<file path="src/rtl/kwd_pkg.sv">
// Shared constants and types for the keyed watchdog.
// Assumes a 32-bit register word and byte offsets of ADDR_W bits.
package kwd_pkg;
    localparam int REG_W       = 32;
    localparam int ADDR_W      = 8;
    localparam int LEN_KEY_W   = 5;
    localparam int LEN_W       = REG_W - LEN_KEY_W;
    localparam int MODE_KEY_LO = 24;

    localparam logic [ADDR_W-1:0] OFF_CTRL  = 8'h00;
    localparam logic [ADDR_W-1:0] OFF_LEN   = 8'h04;
    localparam logic [ADDR_W-1:0] OFF_KICK  = 8'h08;
    localparam logic [ADDR_W-1:0] OFF_SWRST = 8'h14;

    localparam logic [REG_W-MODE_KEY_LO-1:0] CTRL_KEY  = 8'h22;
    localparam logic [LEN_KEY_W-1:0]         LEN_KEY   = 5'h08;
    localparam logic [REG_W-1:0]             KICK_KEY  = 32'h0000_1971;
    localparam logic [REG_W-1:0]             SWRST_KEY = 32'h0000_1209;

    typedef struct packed {
        logic cnt_sel;
        logic two_stage;
        logic auto_start;
        logic irq_en;
        logic pin_en;
        logic pin_pol;
        logic run;
    } ctrl_t;

    localparam ctrl_t CTRL_RESET = '{cnt_sel: 1'b0, two_stage: 1'b0, auto_start: 1'b0,
                                     irq_en: 1'b0, pin_en: 1'b1, pin_pol: 1'b0, run: 1'b1};

    // Unpack a bus word into control fields (bit positions are software-visible).
    function automatic ctrl_t ctrl_from_word(input logic [REG_W-1:0] w);
        ctrl_t c;
        c.run        = w[0];
        c.pin_pol    = w[1];
        c.pin_en     = w[2];
        c.irq_en     = w[3];
        c.auto_start = w[4];
        c.two_stage  = w[6];
        c.cnt_sel    = w[8];
        return c;
    endfunction

    // Pack control fields back into a bus word; unused bits read zero.
    function automatic logic [REG_W-1:0] ctrl_to_word(input ctrl_t c);
        logic [REG_W-1:0] w;
        w    = '0;
        w[0] = c.run;
        w[1] = c.pin_pol;
        w[2] = c.pin_en;
        w[3] = c.irq_en;
        w[4] = c.auto_start;
        w[6] = c.two_stage;
        w[8] = c.cnt_sel;
        return w;
    endfunction
endpackage

</file>
<file path="src/rtl/kwd_regs.sv">
// Register port of the keyed watchdog: key checks, storage, readback and
// decode of the restart and software-reset strobes.
// Assumes at most one access per clock; strobes are combinational from the bus.
module kwd_regs
    import kwd_pkg::*;
(
    input  logic              clk,
    input  logic              rst_n,
    input  logic              bus_valid_i,
    input  logic              bus_write_i,
    input  logic [ADDR_W-1:0] bus_addr_i,
    input  logic [REG_W-1:0]  bus_wdata_i,
    output logic [REG_W-1:0]  bus_rdata_o,
    output ctrl_t             ctrl_o,
    output logic [LEN_W-1:0]  len_o,
    output logic              kick_o,
    output logic              swrst_o
);
    logic wr_en;
    logic rd_en;
    logic ctrl_ok;
    logic len_ok;

    // Decode keyed writes and magic-value strobes.
    always_comb begin
        wr_en   = bus_valid_i && bus_write_i;
        rd_en   = bus_valid_i && !bus_write_i;
        ctrl_ok = wr_en && (bus_addr_i == OFF_CTRL)
                  && (bus_wdata_i[REG_W-1:MODE_KEY_LO] == CTRL_KEY);
        len_ok  = wr_en && (bus_addr_i == OFF_LEN)
                  && (bus_wdata_i[LEN_KEY_W-1:0] == LEN_KEY);
        kick_o  = wr_en && (bus_addr_i == OFF_KICK)  && (bus_wdata_i == KICK_KEY);
        swrst_o = wr_en && (bus_addr_i == OFF_SWRST) && (bus_wdata_i == SWRST_KEY);
    end

    // Hold the control word; only keyed writes update it.
    always_ff @(posedge clk) begin
        if (!rst_n) begin
            ctrl_o <= CTRL_RESET;
        end else if (ctrl_ok) begin
            ctrl_o <= ctrl_from_word(bus_wdata_i);
        end
    end

    // Hold the timeout length; only keyed writes update it.
    always_ff @(posedge clk) begin
        if (!rst_n) begin
            len_o <= '1;
        end else if (len_ok) begin
            len_o <= bus_wdata_i[REG_W-1:LEN_KEY_W];
        end
    end

    // Registered readback with key fields reading zero.
    always_ff @(posedge clk) begin
        if (!rst_n) begin
            bus_rdata_o <= '0;
        end else if (rd_en) begin
            case (bus_addr_i)
                OFF_CTRL: bus_rdata_o <= ctrl_to_word(ctrl_o);
                OFF_LEN:  bus_rdata_o <= {len_o, {LEN_KEY_W{1'b0}}};
                default:  bus_rdata_o <= '0;
            endcase
        end
    end
endmodule

</file>
<file path="src/rtl/kwd_timer.sv">
// Countdown engine: a tick prescaler of UNIT_TICKS feeding a unit counter,
// plus the two-stage interrupt/reset sequencing.
// Assumes tick_i is a one-clock enable; a zero length acts as one unit.
module kwd_timer
    import kwd_pkg::*;
#(
    parameter int UNIT_TICKS = 512
) (
    input  logic             clk,
    input  logic             rst_n,
    input  logic             tick_i,
    input  logic             run_i,
    input  logic             two_stage_i,
    input  logic [LEN_W-1:0] len_i,
    input  logic             kick_i,
    input  logic             swrst_i,
    output logic             irq_o,
    output logic             expire_rst_o
);
    localparam int PRE_W = (UNIT_TICKS > 1) ? $clog2(UNIT_TICKS) : 1;

    logic [LEN_W-1:0] cnt_q;
    logic             stage_q;
    logic             unit_done;
    logic             reload;
    logic             boundary;
    logic             last_unit;
    logic             go_irq;
    logic             go_rst;

    assign reload = kick_i || swrst_i || !run_i;

    generate
        if (UNIT_TICKS > 1) begin : g_pre
            logic [PRE_W-1:0] pre_q;
            // Count ticks within one unit; cleared on any reload.
            always_ff @(posedge clk) begin
                if (!rst_n) begin
                    pre_q <= '0;
                end else if (reload) begin
                    pre_q <= '0;
                end else if (tick_i) begin
                    pre_q <= unit_done ? '0 : pre_q + 1'b1;
                end
            end
            assign unit_done = (pre_q == PRE_W'(UNIT_TICKS - 1));
        end else begin : g_nopre
            assign unit_done = 1'b1;
        end
    endgenerate

    // Classify the current clock: unit boundary, and which expiry it causes.
    always_comb begin
        boundary  = !reload && tick_i && unit_done;
        last_unit = (cnt_q[LEN_W-1:1] == '0);
        go_irq    = boundary && last_unit && two_stage_i && !stage_q;
        go_rst    = boundary && last_unit && !(two_stage_i && !stage_q);
    end

    assign expire_rst_o = go_rst;

    // Unit counter, stage flag and interrupt.
    always_ff @(posedge clk) begin
        if (!rst_n) begin
            cnt_q   <= '1;
            stage_q <= 1'b0;
            irq_o   <= 1'b0;
        end else if (kick_i || swrst_i) begin
            cnt_q   <= len_i;
            stage_q <= 1'b0;
            irq_o   <= 1'b0;
        end else if (!run_i) begin
            cnt_q   <= len_i;
            stage_q <= 1'b0;
        end else if (go_irq) begin
            cnt_q   <= len_i;
            stage_q <= 1'b1;
            irq_o   <= 1'b1;
        end else if (go_rst) begin
            cnt_q   <= len_i;
            stage_q <= 1'b0;
            irq_o   <= 1'b0;
        end else if (boundary) begin
            cnt_q   <= cnt_q - 1'b1;
        end
    end
endmodule

</file>
<file path="src/rtl/kwd_rstgen.sv">
// Reset output stage: one-clock system request and a fixed-width external
// pin pulse at programmable polarity.
// Assumes a new event during a pulse restarts the full pulse width.
module kwd_rstgen #(
    parameter int PULSE_CLKS = 16
) (
    input  logic clk,
    input  logic rst_n,
    input  logic wdt_ev_i,
    input  logic sw_ev_i,
    input  logic pin_en_i,
    input  logic pin_pol_i,
    output logic sys_rst_req_o,
    output logic ext_rst_o
);
    localparam int PW = $clog2(PULSE_CLKS + 1);

    logic [PW-1:0] pcnt_q;
    logic          event_now;

    assign event_now = wdt_ev_i || sw_ev_i;

    // Register the system request and time the pin pulse.
    always_ff @(posedge clk) begin
        if (!rst_n) begin
            sys_rst_req_o <= 1'b0;
            pcnt_q        <= '0;
        end else begin
            sys_rst_req_o <= event_now;
            if (event_now) begin
                pcnt_q <= PW'(PULSE_CLKS);
            end else if (pcnt_q != '0) begin
                pcnt_q <= pcnt_q - 1'b1;
            end
        end
    end

    // Drive the pin at its active level only while enabled and pulsing.
    always_comb begin
        ext_rst_o = (pin_en_i && (pcnt_q != '0)) ? pin_pol_i : !pin_pol_i;
    end
endmodule

</file>
<file path="src/rtl/kwd_watchdog.sv">
// Top of the keyed two-stage watchdog: register port, countdown engine and
// reset output stage.
// Assumes a single clock domain; tick_i is synchronous to clk.
module kwd_watchdog
    import kwd_pkg::*;
#(
    parameter int UNIT_TICKS = 512,
    parameter int PULSE_CLKS = 16
) (
    input  logic              clk,
    input  logic              rst_n,
    input  logic              tick_i,
    input  logic              bus_valid_i,
    input  logic              bus_write_i,
    input  logic [ADDR_W-1:0] bus_addr_i,
    input  logic [REG_W-1:0]  bus_wdata_i,
    output logic [REG_W-1:0]  bus_rdata_o,
    output logic              irq_o,
    output logic              sys_rst_req_o,
    output logic              ext_rst_o
);
    ctrl_t            ctrl_q;
    logic [LEN_W-1:0] len_q;
    logic             kick;
    logic             swrst;
    logic             expire_rst;

    kwd_regs u_regs (
        .clk         (clk),
        .rst_n       (rst_n),
        .bus_valid_i (bus_valid_i),
        .bus_write_i (bus_write_i),
        .bus_addr_i  (bus_addr_i),
        .bus_wdata_i (bus_wdata_i),
        .bus_rdata_o (bus_rdata_o),
        .ctrl_o      (ctrl_q),
        .len_o       (len_q),
        .kick_o      (kick),
        .swrst_o     (swrst)
    );

    kwd_timer #(.UNIT_TICKS(UNIT_TICKS)) u_timer (
        .clk          (clk),
        .rst_n        (rst_n),
        .tick_i       (tick_i),
        .run_i        (ctrl_q.run),
        .two_stage_i  (ctrl_q.two_stage && ctrl_q.irq_en),
        .len_i        (len_q),
        .kick_i       (kick),
        .swrst_i      (swrst),
        .irq_o        (irq_o),
        .expire_rst_o (expire_rst)
    );

    kwd_rstgen #(.PULSE_CLKS(PULSE_CLKS)) u_rstgen (
        .clk           (clk),
        .rst_n         (rst_n),
        .wdt_ev_i      (expire_rst),
        .sw_ev_i       (swrst),
        .pin_en_i      (ctrl_q.pin_en),
        .pin_pol_i     (ctrl_q.pin_pol),
        .sys_rst_req_o (sys_rst_req_o),
        .ext_rst_o     (ext_rst_o)
    );
endmodule

</file>
<file path="config.mk">
export PLATFORM = sky130hd
export DESIGN_NAME = kwd_watchdog
export DESIGN_NICKNAME = d
export VERILOG_FILES = /design/src/rtl/kwd_pkg.sv /design/src/rtl/kwd_regs.sv /design/src/rtl/kwd_timer.sv /design/src/rtl/kwd_rstgen.sv /design/src/rtl/kwd_watchdog.sv
export SDC_FILE = /design/constraint.sdc
export NUM_CORES = 1
export LEC_CHECK = 0
export ABC_AREA = 0
export BUFFER_PORTS_ARGS = -buffer_cell sky130_fd_sc_hd__buf_2
export CORE_ASPECT_RATIO = 0.8
export CORE_UTILIZATION = 50
export CTS_CLUSTER_SIZE = 24
export DETAILED_ROUTE_END_ITERATION = 7
export PLACE_DENSITY = 0.75
export SKIP_LAST_GASP = 1
export SYNTH_ARGS = -nofsm -noshare
export SYNTH_HDL_FRONTEND = slang
export SYNTH_SLANG_ARGS = --single-unit
export TNS_END_PERCENT = 50
</file>
<file path="constraint.sdc">
create_clock -name clk -period 3.2 [get_ports clk]
set_clock_uncertainty 0.2 [all_clocks]
set_input_delay 0.64 -clock clk [delete_from_list [all_inputs] [get_ports clk]]
set_output_delay 0.64 -clock clk [all_outputs]
set_load 0.03 [all_outputs]
</file>
# After elaboration in Yosys (flattened, before gate mapping)

Cells that the tools add are included.

Flip-flop bits (word level): 110
Bits of input ports: 45
Output and inout bits: 35
Word-level logic and storage cells: 80

Add/subtract/negate cells: 3
Equality and inequality tests: 9
Multiplexer cells: 12
Bitwise logic cells: 2
Reduce and logical (&&, ||, !) cells: 38

Operators by type and width:

| operator                | number |
|---|---|
| $mux W27                | 5 |
| $eq A32 B13 Y1 const B  | 2 |
| $pmux W32 S2            | 1 |
| $sub A27 B1 Y27 const B | 1 |
| $logic_not A26 Y1       | 1 |
| $logic_and A1 B1 Y1     | 19 |
| $mux W5                 | 2 |
| $add A9 B1 Y9 const B   | 1 |
| $eq A9 B9 Y1 const B    | 1 |
| $mux W9                 | 1 |
| $eq A8 B3 Y1 const B    | 1 |
| $eq A8 B4 Y1 const B    | 1 |
| $eq A8 B5 Y1 const B    | 1 |
| $eq A8 B6 Y1 const B    | 1 |
| $logic_not A8 Y1        | 1 |
| $logic_not A1 Y1        | 6 |
| $reduce_or A2 Y1        | 3 |
| $eq A5 B4 Y1 const B    | 1 |
| $ne A5 B1 Y1 const B    | 1 |
| $reduce_bool A5 Y1      | 1 |
| $sub A5 B1 Y5 const B   | 1 |
| $reduce_bool A2 Y1      | 2 |
| $logic_or A1 B1 Y1      | 3 |
| $mux W1                 | 3 |
| other kinds (3)         | 4 |

# Logic depth before layout (Yosys ltp)

Gate-level depths: netlist of run 1.

Depth after elaboration: 14
Depth in mapped cells: 12
Mapped depth without buffers: 11

# Cells and area by module

From an unflattened synthesis of run 1, not the netlist that was laid out.

Cell total of the unflattened synthesis: 628
Area, all modules: 5,480.3 um2

By module, submodules not included:

| module       | instances | cells an instance | area each (um2) | sequential area each (um2) |
|---|---|---|---|---|
| kwd_regs     | 1         | 293               | 2,891.5         | 1,321.3 |
| kwd_timer    | 1         | 305               | 2,309.7         | 760.7 |
| kwd_rstgen   | 1         | 29                | 272.8           | 120.1 |
| kwd_watchdog | 1         | 1                 | 6.3             | 0.0 |

# Worst setup path after synthesis of run 1

OpenSTA, ideal clock, no wires.

Path type: input-to-reg
From: input port tick_i
To: register u_timer.cnt_q[12]
Library setup time: 0.122 ns
Arrival time: 2.663 ns
Data required time: 2.878 ns
Slack: 0.215 ns
Cell stages on the path: 9
Path buffers: 2
Path through: clkbuf_1 > nand2_1 > or3_1 > nor4_2 > nor2_1 > nand2_1 > buf_4 > a31oi_1 > o32a_1

Longest elaborated chain between the ends: 8
Elaborated cells between the ends (all ways): 11
Those cells by class: eq/ne: 1; mux: 4; reduce/logical: 6

Ends and longest elaborated chain:

| what                                                   | line                             | source |
|---|---|---|
| from (decl)                                            | kwd_watchdog.sv:12               | `input logic tick_i,` |
| $logic_and A1 B1 Y1 (*) (2 in series)                  | kwd_timer.sv:54                  | `boundary = !reload && tick_i && unit_done;` |
| $logic_and A1 B1 Y1                                    | kwd_timer.sv:56, kwd_timer.sv:57 |  |
| $logic_and A1 B1 Y1, on equally long branches          | kwd_timer.sv:57, kwd_timer.sv:56 |  |
| $mux W27 / $logic_and A1 B1 Y1 (equally long branches) | kwd_timer.sv:79, kwd_timer.sv:56 |  |
| $mux W27                                               | kwd_timer.sv:75                  | `end else if (go_irq) begin` |
| $mux W27                                               | kwd_timer.sv:72                  | `end else if (!run_i) begin` |
| $mux W27                                               | kwd_timer.sv:68                  | `end else if (kick_i \|\| swrst_i) begin` |
| to (signal assigned)                                   | kwd_timer.sv:69                  | `cnt_q <= len_i;` |
| to (signal assigned)                                   | kwd_timer.sv:73                  | `cnt_q <= len_i;` |
| to (signal assigned)                                   | kwd_timer.sv:76                  | `cnt_q <= len_i;` |
| to (decl)                                              | kwd_timer.sv:22                  | `logic [LEN_W-1:0] cnt_q;` |

Mark *: on every way between the ends. The rest lies on a longest branch, timed or not.
A chain may end at the register's enable or synchronous reset.

# Final worst setup path of run 1

From: register u_timer.cnt_q[18]
To: register u_timer.cnt_q[4]

Longest elaborated chain between the ends: 7
Elaborated cells between the ends (all ways): 10
Those cells by class: eq/ne: 1; mux: 4; reduce/logical: 5

Ends and longest elaborated chain:

| what                                                   | line                             | source |
|---|---|---|
| $logic_not A26 Y1 (*)                                  | kwd_timer.sv:55                  | `last_unit = (cnt_q[LEN_W-1:1] == '0);` |
| $logic_and A1 B1 Y1 (*)                                | kwd_timer.sv:56, kwd_timer.sv:57 |  |
| $logic_and A1 B1 Y1, on equally long branches          | kwd_timer.sv:57, kwd_timer.sv:56 |  |
| $mux W27 / $logic_and A1 B1 Y1 (equally long branches) | kwd_timer.sv:79, kwd_timer.sv:56 |  |
| $mux W27                                               | kwd_timer.sv:75                  |  |
| $mux W27                                               | kwd_timer.sv:72                  |  |
| $mux W27                                               | kwd_timer.sv:68                  |  |

Marks and branches as above.

==> impl_metrics.ini, run 1 <==
[floorplanning]
die_area_mm2 = 0.0106
initial_core_util_pct = 52.1
row_count = 32
io_pins = 80
dieWidth_um = 115
coreArea_mm2 = 0.00973
die_y_um = 92.1

[global_routing]
grt_first_pass_wirelength_mm = 23.8
antenna_found_initial = 0
grt_max_degree = 40
gr-total-overflow = 0
grt_pass1_vias = 4874
grtUsageTotal_pct = 28.5

[clock_network]
worstSkewPairLatency_ps = 350
clock_sinks = 110
cts_tree = yes
htree_num_levels = 3
cts_made_buffers = 9
clk_path_buf_depth = 2
clk_pin_slew_ps = 70
root_buffer = clkbuf_16

[synthesis]
ys_ff_latch = 110
yosysTopAreaCellShare_pct = 43.4
syn-mean-instance-area_um2 = 7.94
syn_area_mm2 = 0.00507
synth_area_leaders = dfxtp_1 43%, nand2_1 9.2%, nand3_1 6.9%
synth_top_area_cell = dfxtp_1
synth.most_common_cell = nand2_1
yosysWarnings = 0
yosys-top-cells-count = 124 x nand2_1, 110 x dfxtp_1, 70 x nand3_1
async_flop_share_pct = 0
yosysSeqAreaShare_pct = 43.4
syn_nets = 689
synth_cell_types = 53
synth_edf_count = 0
synth_cells = 639
ys.flop_type = dfxtp_1

[drt]
drc = 0
met3_wirelength_mm = 1.20
drt_pass1_iterations = 5
detail-route-antenna-nets = 0
met2_length_mm = 6.41
drt-vias-per-instance = 5.94
dr_total_vias = 5183
wl_per_cell_um = 16.5
wl_met1_mm = 6.56
first_iter_violations = 364
dr.max_layer_used = met4
routed_wl_mm = 14.4

[worst_setup_path]
worstRegToRegCells = 8
crit_path_max_fanout = 25
critPathRequiredTime_ps = 3280
critPathKind = reg2reg
cp_cell_sequence = or3_1 > or4_4 > or3_4 > o21ai_2 > nor2_4 > buf_4 > mux2i_1 > a2bb2oi_1
end_kind = register
r2r_setup_slack_ps = 150
max_stage_delay_ps = 580
critPathSlowestCell = or4_4
path_depth = 8
cp-start-kind = register
crit_family = simple AND/OR/NAND/NOR gates
cp_num_buf_inv = 1
arrival_ps = 3130

[hold_path]
whs_path_depth = 2
min_path_type = reg2reg

[final_layout]
final_core_util_pct = 62.8
nets = 781
drive_gt1_share_pct = 19.6
diodes = 0
syn_to_final_growth_pct = 20.4

[timing]
min_period_ps = 3050
finalSetupViolCount = 0
finalWorstSetupSlack_ps = 149
rsz0062_at_grt = true
min_period_over_period_pct = 95.4
slew_violations = 0
maxSlewHeadroom_pct = 27.2
finalHoldViolCount = 0
worstMarginPinSlew_ps = 1080
clock.fmax_mhz = 328

[power_and_ir_drop]
peakVddDrop_mv = 0.309
p_leak_nw = 2.53
power_density_mw_per_mm2 = 507
total_power_w = 0.00309

[job]
maxCapViolations = 0

[outcome]
status = complete, no violations

[placed_design]
portBuffers = 79
dp_slack_ps = -38.2
place_hpwl_mm = 10.6
routabilityCongestion = 0.916
## flip-flops by register name (all words and copies together) (netlist names)
register / cells
u_timer.irq_o: 1
u_regs.len_o: 27
u_timer.cnt_q: 27
u_regs.bus_rdata_o: 32
u_rstgen.pcnt_q: 5
u_regs.ctrl_o: 7
u_timer.stage_q: 1
u_rstgen.sys_rst_req_o: 1
u_timer.g_pre.pre_q: 9
## area by class of cell
class,instances,area [um2]
Clock inverter,6,92.6
Timing Repair Buffer,115,666
Fill cell,816,3620
Tap cell,136,170
Clock buffer,10,229
Inverter,11,41.3
Sequential cell,110,2200
Multi-Input combinational cell,484,2710
## worst paths after layout
| kind | start | to |
|---|---|---|
| setup / recovery | u_timer.cnt_q[18] | u_timer.cnt_q[4] |
| hold / removal | u_regs.bus_rdata_o[7] | u_regs.bus_rdata_o[7] |
| setup reg to reg | u_timer.cnt_q[18] | u_timer.cnt_q[4] |
| hold reg to reg | u_regs.bus_rdata_o[7] | u_regs.bus_rdata_o[7] |
## per-layer routing
| layer | vias up | GRT usage (%) |
|---|---|---|
| li1 | 2467 | - |
| met1 | 2459 | 39.5 |
| met2 | 229 | 42.7 |
| met3 | 28 | 8.26 |
| met4 | 0 | 8.77 |
| met5 | - | 0 |
## placed cells by master, fill, tap and decap left out, drive strengths merged, types with 4 or more instances in the layout
cell,n
a21oi,48
a221oi,9
a2bb2oi,10
and3,4
buf,115
clkbuf,10
dfxtp,110
ha,5
inv,13
mux2i,24
nand2,125
nand2b,4
nand3,70
nand3b,4
nand4,11
nor2,58
nor3,26
nor4,17
nor4b,4
o21ai,8
or3,12
or4,6
xnor2,4
xor2,7
## power breakdown
| group | switching (W) | leakage (nW) | total [W] | internal [W] |
|---|---|---|---|---|
| registers | 0.0000548 | 0.892 | 0.00148 | 0.00143 |
| clock network | 0.000530 | 0.155 | 0.00122 | 0.000694 |
| logic | 0.000226 | 1.48 | 0.000388 | 0.000162 |
## logic make-up (layout without fill, tap and decap cells)
family          count (synthesis)  after routing  synth area share [%]
simple gates                  348            349                  32.7
flops                         110            110                  43.4
compound gates                 94             94                  12.0
buf+inv                        46            142                  3.75
mux                            25             25                  4.96
xor+xnor                       11             11                  1.90
fa+ha+maj                       5              5                  1.23
## through the flow
stage	cells	setup TNS, ps	cell area, um2	hold slack (ps)
floorplan	639	0	5070	245
global placement	854	0	5760	237
detailed placement	854	-98.6	5760	241
CTS	870	0	6090	251
global route	872	-18.4	6110	267
finish	872	0	6110	248
## worst register-to-register path: cells and delay by family (launching register included)
kind,cells,cell delay [ps]
AND/OR/NAND/NOR,4,1700
AO/OA/AOI/OAI,2,400
flip-flops,1,350
buffers and inverters,1,220
multiplexers,1,120
## what timing repair did
action	4_1_cts	5_1_grt
hold buffers	0	0
resized for setup	0	3
setup buffers	0	1
endpoints found under the setup margin	0	21
Note: power is estimated with default switching activity, not from simulation.
==> inputs of run 2 (changes only) <==
--- a/config.mk
+++ b/config.mk
@@ -12,6 +12,7 @@
 export CTS_CLUSTER_SIZE = 24
 export DETAILED_ROUTE_END_ITERATION = 7
 export PLACE_DENSITY = 0.75
+export REMOVE_ABC_BUFFERS = 1
 export SKIP_LAST_GASP = 1
 export SYNTH_ARGS = -nofsm -noshare
 export SYNTH_HDL_FRONTEND = slang
==> impl_metrics.ini, run 2 (same netlist as run 1, synthesis figures left out) <==
[floorplanning]
io_pins = 80
die_area_mm2 = 0.0106
initial_core_util_pct = 52.1
die_y_um = 92.1
dieWidth_um = 115
row_count = 32
coreArea_mm2 = 0.00973

[clock_network]
htree_num_levels = 3
root_buffer = clkbuf_16
clk_pin_slew_ps = 70
worstSkewPairLatency_ps = 350
clk_path_buf_depth = 2
cts_made_buffers = 9
cts_tree = yes
clock_sinks = 110

[final_layout]
drive_gt1_share_pct = 19.5
largest_register_ffs = 32
nets = 778
final_cell_mix = 123 x nand2_1, 110 x dfxtp_1, 79 x buf_2
reg_top3 = u_regs.bus_rdata_o (32), u_regs.len_o (27), u_timer.cnt_q (27)
syn_to_final_growth_pct = 20.3
regMostFlops = u_regs.bus_rdata_o
diodes = 0
final_core_util_pct = 62.7
final_common_cell = nand2_1

[power_and_ir_drop]
combPwrFrac_pct = 12.8
power_density_mw_per_mm2 = 495
peakVddDrop_mv = 0.346
p_leak_nw = 2.52
p_int_w = 0.00221
sw_frac_of_total_pct = 27.0
p_switching_w = 0.000815
seqPwrFrac_pct = 49.0
clock_power_share_pct = 38.2
total_power_w = 0.00302

[worst_setup_path]
r2r_setup_slack_ps = 120
critPathSlowestCell = or4_4
critPathKind = reg2reg
end_kind = register
arrival_ps = 3120
cp-start-kind = register
critPathRequiredTime_ps = 3230
cp_cell_sequence = or3_1 > or4_4 > or3_4 > o21ai_2 > nor2_2 > buf_12 > mux2i_1 > a221oi_1
crit_path_max_fanout = 21
crit_family = simple AND/OR/NAND/NOR gates
max_stage_delay_ps = 600
cp_num_buf_inv = 1

[hold_path]
min_path_type = reg2reg

[timing]
clock.fmax_mhz = 324
finalHoldViolCount = 0
min_period_over_period_pct = 96.3
finalSetupViolCount = 0
worstMarginPinSlew_ps = 1190
min_period_ps = 3080
slew_violations = 0
maxSlewHeadroom_pct = 20.4
rsz0062_at_grt = false

[outcome]
status = complete, no violations

[global_routing]
grt_pass1_vias = 4829
antenna_found_initial = 0
grt_first_pass_wirelength_mm = 23.9
gr-total-overflow = 0
grt_max_degree = 60
grtUsageTotal_pct = 28.6

[drt]
drc = 0
routed_wl_mm = 14.3
first_iter_violations = 385
drt-vias-per-instance = 5.84
drt_pass1_iterations = 5
wl_per_cell_um = 16.4
dr_total_vias = 5077
detail-route-antenna-nets = 0

[placed_design]
routabilityCongestion = 0.922
place_hpwl_mm = 10.3
portBuffers = 79

[job]
maxCapViolations = 0
## run 2: timing repair
action / in CTS / in global routing
endpoints found under the setup margin: 0 / 8
gates resized for setup: 0 / 2
hold buffers: 0 / 0
buffers inserted: 0 / 0
## run 2: worst paths after layout
path | startpoint | endpoint | cells after the start
hold / removal | u_regs.bus_rdata_o[26] | u_regs.bus_rdata_o[26] | 2
setup / recovery | u_timer.cnt_q[18] | u_timer.cnt_q[21] | 8
setup reg to reg | u_timer.cnt_q[18] | u_timer.cnt_q[21] | 8
hold reg to reg | u_regs.bus_rdata_o[26] | u_regs.bus_rdata_o[26] | 2
## run 2: cell type report
type / count / area (um2)
flip-flops and latches: 110 / 2200
multi-input cells: 483 / 2710
inverters: 11 / 41.3
well taps: 136 / 170
clock inverters: 7 / 81.3
clock buffers: 9 / 225
repair buffers: 113 / 676
fillers: 880 / 3630
## run 2: tightest hold or removal path: cells and delay by family, from the launching register on
kind | cells | cell delay [ps]
compound gates | 1 | 50
simple gates | 1 | 50
flops | 1 | 310
## run 2: layer usage
layer | routed length (um) | GRT usage [%] | vias up | part of all wire (%)
li1 | - | - | 2452 | -
met5 | 0 | 0 | - | 0
met4 | 155 | 6.82 | 0 | 1.1
met1 | 6740 | 40.1 | 2427 | 47
met3 | 951 | 4.89 | 18 | 6.7
met2 | 6440 | 45.8 | 180 | 45
## run 2: power by group through the flow
stage	sequential (W)	clock, W	combinational (W)
floorplan	0.00150	0	0.000251
global placement	0.00151	0	0.000366
detailed placement	0.00151	0	0.000380
CTS	0.00148	0.00117	0.000385
global route	0.00149	0.00122	0.000425
finish	0.00148	0.00115	0.000387
## run 2: per-stage QoR
step	worst slack, ps	hold slack, ps	area (um2)	cells	setup TNS (ps)
after CTS	145	252	6090	869	0
after floorplan	-585	245	4920	604	-19070
after global routing	5.44	276	6100	869	0
after global placement	71.9	236	5780	853	0
after detailed placement	113	241	5780	853	0
final	118	248	6100	869	0
